`src/rtl/clkmon_pkg.sv`:
```
package clkmon_pkg;

    typedef enum logic [1:0] {
        CM_HEALTHY = 2'd0,
        CM_LOST    = 2'd1,
        CM_TEST    = 2'd2
    } cm_state_e;

endpackage

```
`src/rtl/clkmon_sync.sv`:
```
// Synchroniser chain for the monitored clock plus toggle detection.
module clkmon_sync #(
    parameter int STAGES = 2
) (
    input  logic clk,
    input  logic rst_n,
    input  logic async_in,
    output logic toggle_o
);
    logic [STAGES-1:0] chain_q;
    logic              last_q;

    for (genvar gi = 0; gi < STAGES; gi++) begin : g_stage
        if (gi == 0) begin : g_first
            always_ff @(posedge clk or negedge rst_n) begin
                if (!rst_n) chain_q[0] <= 1'b0;
                else        chain_q[0] <= async_in;
            end
        end else begin : g_rest
            always_ff @(posedge clk or negedge rst_n) begin
                if (!rst_n) chain_q[gi] <= 1'b0;
                else        chain_q[gi] <= chain_q[gi-1];
            end
        end
    end

    always_ff @(posedge clk or negedge rst_n) begin
        if (!rst_n) last_q <= 1'b0;
        else        last_q <= chain_q[STAGES-1];
    end

    assign toggle_o = chain_q[STAGES-1] ^ last_q;

endmodule

```
`src/rtl/clkmon_timer.sv`:
```
// Counts reference cycles since the last monitored toggle; saturates at LIMIT.
module clkmon_timer #(
    parameter int LIMIT = 16
) (
    input  logic clk,
    input  logic rst_n,
    input  logic toggle_i,
    output logic stale_o
);
    localparam int             CW  = $clog2(LIMIT + 1);
    localparam logic [CW-1:0]  LIM = CW'(LIMIT);

    logic [CW-1:0] idle_q;

    always_ff @(posedge clk or negedge rst_n) begin
        if (!rst_n)             idle_q <= '0;
        else if (toggle_i)      idle_q <= '0;
        else if (idle_q != LIM) idle_q <= idle_q + 1'b1;
    end

    assign stale_o = (idle_q == LIM);

endmodule

```
`src/rtl/clkmon_fsm.sv`:
```
// Error state machine: latch, manual clear, self-test force and auto clear.
module clkmon_fsm
    import clkmon_pkg::*;
(
    input  logic clk,
    input  logic rst_n,
    input  logic stale_i,
    input  logic clr_req,
    input  logic self_test,
    output logic err_o
);
    cm_state_e state_q, state_d;
    logic      test_q;
    logic      auto_clr;

    // one-cycle automatic clear on the self-test falling edge
    always_ff @(posedge clk or negedge rst_n) begin
        if (!rst_n) test_q <= 1'b0;
        else        test_q <= self_test;
    end
    assign auto_clr = test_q & ~self_test;

    // next state
    always_comb begin
        state_d = state_q;
        if (self_test) begin
            state_d = CM_TEST;                       // T_ENTER_TEST
        end else begin
            unique case (state_q)
                CM_HEALTHY: if (stale_i) state_d = CM_LOST;          // T_LOSE
                CM_LOST:    if (clr_req && !stale_i) state_d = CM_HEALTHY; // T_CLEAR
                CM_TEST: begin
                    if (auto_clr && !stale_i) state_d = CM_HEALTHY;  // T_RELEASE_OK
                    else                      state_d = CM_LOST;     // T_RELEASE_LOST
                end
                default:    state_d = CM_LOST;
            endcase
        end
    end

    // state register
    always_ff @(posedge clk or negedge rst_n) begin
        if (!rst_n) state_q <= CM_HEALTHY;
        else        state_q <= state_d;
    end

    // output register
    always_ff @(posedge clk or negedge rst_n) begin
        if (!rst_n) err_o <= 1'b0;
        else        err_o <= (state_d != CM_HEALTHY);
    end

endmodule

```
`src/rtl/clkmon_top.sv`:
```
module clkmon_top #(
    parameter int SYNC_STAGES = 2,
    parameter int IDLE_LIMIT  = 16
) (
    input  logic ref_clk,
    input  logic rst_n,
    input  logic mon_clk,
    input  logic clr_req,
    input  logic self_test,
    output logic timing_err
);
    logic toggle_w;
    logic stale_w;

    clkmon_sync #(.STAGES(SYNC_STAGES)) u_sync (
        .clk      (ref_clk),
        .rst_n    (rst_n),
        .async_in (mon_clk),
        .toggle_o (toggle_w)
    );

    clkmon_timer #(.LIMIT(IDLE_LIMIT)) u_timer (
        .clk      (ref_clk),
        .rst_n    (rst_n),
        .toggle_i (toggle_w),
        .stale_o  (stale_w)
    );

    clkmon_fsm u_fsm (
        .clk       (ref_clk),
        .rst_n     (rst_n),
        .stale_i   (stale_w),
        .clr_req   (clr_req),
        .self_test (self_test),
        .err_o     (timing_err)
    );

endmodule

```
`config.mk`:
```
export PLATFORM = sky130hd
export DESIGN_NAME = clkmon_top
export DESIGN_NICKNAME = d
export VERILOG_FILES = /design/src/rtl/clkmon_pkg.sv /design/src/rtl/clkmon_sync.sv /design/src/rtl/clkmon_timer.sv /design/src/rtl/clkmon_fsm.sv /design/src/rtl/clkmon_top.sv
export SDC_FILE = /design/constraint.sdc
export NUM_CORES = 1
export LEC_CHECK = 0
export CAP_MARGIN = 40
export CORE_AREA = 5 5 42 44
export CTS_BUF_LIST = sky130_fd_sc_hd__clkbuf_2
export DETAILED_ROUTE_END_ITERATION = 16
export DIE_AREA = 0 0 47 49
export PLACE_DENSITY_LB_ADDON = 0.05
export SYNTH_ARGS = -nofsm -noshare
export SYNTH_HDL_FRONTEND = slang
export SYNTH_SLANG_ARGS = --single-unit
```
`constraint.sdc`:
```
create_clock -name ref_clk -period 2.4 [get_ports ref_clk]
set_clock_uncertainty 0.05 [all_clocks]
set_input_delay 0.6 -clock ref_clk [delete_from_list [all_inputs] [get_ports ref_clk]]
set_output_delay 0.6 -clock ref_clk [all_outputs]
set_load 0.05 [all_outputs]
```
==> results <==
- The end-of-flow core utilization is 0.396.
- The share of synthesized area in the top cell type comes to 0.640.
- The worst register-to-register path has a setup slack of 1.05 ns.
- The signal on the critical path passes through clkdlybuf4s50_1.
- The number of cells produced by synthesis is 37.
- In the final routed layout, each cell accounts on average for between 10 and 15 microns.
- Counting instances, the worst hold path has a depth of 0.
- At the end of routability-driven placement, the weighted congestion stood at 0.709.
- The worst reg-to-reg path cell count is 5.
- The initial antenna violation count is 0.
- For the pin with the worst max-slew slack, the measured transition is 0.511 ns.
- The number of clock buffers added by TritonCTS is 3.
- The maximum number of buffers from clock root to sink is 2.
- The vertical extent of the die is 49 microns.
- The clock root buffer master is sky130_fd_sc_hd__clkbuf_2.
- For this configuration, the core starts out at a cell density of 0.335.
- The run finished with clean final reports.
- The count of synthesis-stage warnings from yosys is 0.
- The buffering stage count on the worst path with inverters included is 1.
- Dividing the final minimum period by the clock period gives 0.849.
- The tool flagged a number of max-cap violations equal to 0.
- The min-delay analysis places its worst path in the category register to register.
- Synthesis produced a netlist with a net count of 44.
- Of the cells placed in the final design, the portion with a size suffix greater than 1 is 0.0889.
- Ranked by total cell area, the synthesized netlist is headed by sky130_fd_sc_hd__dfrtp_1 64%, sky130_fd_sc_hd__xor2_1 5.6%, sky130_fd_sc_hd__ha_1 5.3%.
- For this run, the total global-route usage over all layers was measured as 0.0730.
- The diode insertion count for antenna repair is 0.
- The number of global-route vias before repair is 300.
- The mapped cell area is 469 sq um.
- The first global-routing pass estimated 1180 microns of wire.
- The reported leakage power is roughly 0.25 nW.
- The total number of vias is 274.
- The clock reaches the later pin of the worst-skew pair after 0.25 ns.
- The path with the worst hold slack has its endpoint at u_sync.chain_q[1]$_DFF_PN0_.
- The register bit total from synthesis is 12.
- Dividing total power by cell area gives a power density of 675 mW/mm^2.
- The total of buffers placed on input and output ports is 5.
- The maximum clock frequency is 0.491 GHz.
- Once detailed placement completed, the half-perimeter wirelength came to between 500 and 600 microns.
- The length of the first detailed-routing pass in iterations is 4.
- The clock transition at the registers of the reported paths is 0.12 ns.
- The headroom to the max-slew limit is 0.658.
- The total core area is 0.00140 sq mm.
- Setup violations remaining at the end of the flow were counted as 0.
- The clock net in this run drives a total of 12 sinks.
- The kind of cell with the highest combined delay along the critical path is buffers and inverters.
- For this run, the slowest stage of the critical path takes 0.79 ns.
- The pin count of the biggest net entering global routing is 13.
- After detailed routing, the number of vias per cell comes to 4.49.
- The max-slew violation count is 0.
- Post-CTS timing repair inserted 0 buffers for setup.
- In this run the worst path has a maximum fanout of 1.
- The completed layout was analyzed and its total power is ~0.00037 W.
- The share of the Yosys chip area taken by registers is 0.640.
- The TritonCTS clock tree is done.
- The worst path arrival time is ~1.4 ns.
- The fill cell total of the finished layout is 147.
- The worst setup path is captured at an output port.
- The startpoint of the worst hold path is u_sync.chain_q[0]$_DFF_PN0_.
- The die covers approximately 0.0023 sq mm.
- The width of the die is 47 microns.
- The final critical path time including I/O delays and setup is about 2.0 ns.
- Among all stages on the critical path, the largest delay is contributed by sky130_fd_sc_hd__clkdlybuf4s50_1.
- The critical path data required time is around 1.8 ns.
- For this block, the initial DRC count from the detailed router was 6.
- The post-cts resize count is 0.
- In this run, post-CTS hold repair placed 0 buffers.
- The net count of the finished layout is 53.
- The peak supply drop is 0.302 mV.
- The classification of the worst setup path is register to output port.
- The most area-hungry cell type in the Yosys netlist is sky130_fd_sc_hd__dfrtp_1.
- The count of final hold-check violations was 0.
- Setup repair after global routing left no endpoint under its margin.
- STA classifies the critical path startpoint as a register.
- Yosys mapped the design onto 15 distinct sky130hd cell types.
- The worst register-to-register path begins at u_timer.idle_q[0]$_DFFE_PN0P_.
- In the final timing run, aggregate negative setup slack is 0 ns.
- The total DRC errors in the routed layout is 0.
- 6 I/O pins were placed.
- The number of nets with antenna violations after detailed routing is 0.
- In this run the core area contains 14 standard-cell rows.
- The average footprint of a synthesized cell is about 13 sq um.
- The end of the worst register-to-register path is u_timer.idle_q[1]$_DFFE_PN0P_.
- The area added between synthesis and finish is 18.1%.
- For this block, the routed nets add up to 663 microns of wire.
- The H-tree depth is 1.
- The overflow left after global routing is 0.
-- metrics by stage --
stage               hold WS, ns  std cells  cell area (sq um)  setup WS [ns]
floorplan                 0.254         37                469           1.15
global placement          0.293         57                536          0.652
detailed placement        0.288         57                536          0.653
CTS                       0.335         61                554          0.352
global route              0.341         61                554          0.307
finish                    0.324         61                554          0.362
-- power breakdown --
| part | switching, W | internal [W] |
|---|---|---|
| Clock | 0.0000621 | 0.0000363 |
| Combinational | 0.0000252 | 0.0000234 |
| Sequential | 0.0000105 | 0.000217 |
| Total | 0.0000977 | 0.000276 |
-- cell families after synthesis --
logic type,after synthesis,synth area share
mux,1,0.0213
fa+ha+maj,2,0.0533
buf+inv,5,0.0400
xor+xnor,5,0.0934
flops,12,0.640
simple gates,10,0.128
compound gates,2,0.0240
-- layout by cell type, fill, tap and decap left out --
cell type                         instances
sky130_fd_sc_hd__a21oi_1                  1
sky130_fd_sc_hd__dfrtp_1                 12
sky130_fd_sc_hd__nor2b_1                  1
sky130_fd_sc_hd__xnor2_1                  2
sky130_fd_sc_hd__mux2i_1                  1
sky130_fd_sc_hd__nor3_1                   1
sky130_fd_sc_hd__xor2_1                   3
sky130_fd_sc_hd__clkinv_1                 1
sky130_fd_sc_hd__nand3_1                  2
sky130_fd_sc_hd__ha_1                     2
sky130_fd_sc_hd__nor2_1                   4
sky130_fd_sc_hd__inv_1                    4
sky130_fd_sc_hd__and4bb_4                 1
sky130_fd_sc_hd__o22ai_1                  1
sky130_fd_sc_hd__clkbuf_2                 3
sky130_fd_sc_hd__clkdlybuf4s50_1          5
sky130_fd_sc_hd__nand3b_1                 1
-- synth_stat cells --
master,number
sky130_fd_sc_hd__ha_1,2
sky130_fd_sc_hd__o22ai_1,1
sky130_fd_sc_hd__dfrtp_1,12
sky130_fd_sc_hd__nand3_1,2
sky130_fd_sc_hd__nor2b_1,1
sky130_fd_sc_hd__clkbuf_1,1
sky130_fd_sc_hd__xnor2_1,2
sky130_fd_sc_hd__nand3b_1,1
sky130_fd_sc_hd__xor2_1,3
sky130_fd_sc_hd__nor2_1,4
sky130_fd_sc_hd__and4bb_4,1
sky130_fd_sc_hd__inv_1,4
sky130_fd_sc_hd__a21oi_1,1
sky130_fd_sc_hd__nor3_1,1
sky130_fd_sc_hd__mux2i_1,1
-- metal layers --
| metal | vias to the layer above | wire length [microns] | track usage |
|---|---|---|---|
| li1 | 134 | - | - |
| met1 | 132 | 268 | 0.0831 |
| met2 | 6 | 362 | 0.115 |
| met3 | 2 | 26 | 0.0221 |
| met4 | 0 | 6 | 0.0415 |
| met5 | - | 0 | 0 |
-- registers in the layout (all words and copies together) (netlist names) --
name            flops
u_fsm.test_q        1
u_sync.chain_q      2
u_timer.idle_q      5
u_fsm.state_q       2
u_sync.last_q       1
u_fsm.err_o         1
-- final cells by class --
| type | instances | area [sq um] | share of cell area |
|---|---|---|---|
| Sequential cell | 12 | 300 | 0.542 |
| Multi-Input combinational cell | 20 | 150 | 0.271 |
| Timing Repair Buffer | 5 | 50.0 | 0.0903 |
| Tap cell | 16 | 20.0 | 0.0361 |
| Clock buffer | 3 | 15.0 | 0.0271 |
| Inverter | 4 | 15.0 | 0.0271 |
| Clock inverter | 1 | 3.75 | 0.00677 |
-- worst max-delay path by stage --
stage,cells after the start,from,to,slack [ns]
after global placement,1,u_fsm.err_o$_DFF_PN0_,timing_err,0.65
after CTS,1,u_fsm.err_o$_DFF_PN0_,timing_err,0.35
after floorplan,5,u_timer.idle_q[0]$_DFFE_PN0P_,u_timer.idle_q[1]$_DFFE_PN0P_,1.15
after detailed placement,1,u_fsm.err_o$_DFF_PN0_,timing_err,0.65
after global routing,1,u_fsm.err_o$_DFF_PN0_,timing_err,0.31
final,1,u_fsm.err_o$_DFF_PN0_,timing_err,0.36
Power figures use the tool's default switching activity.
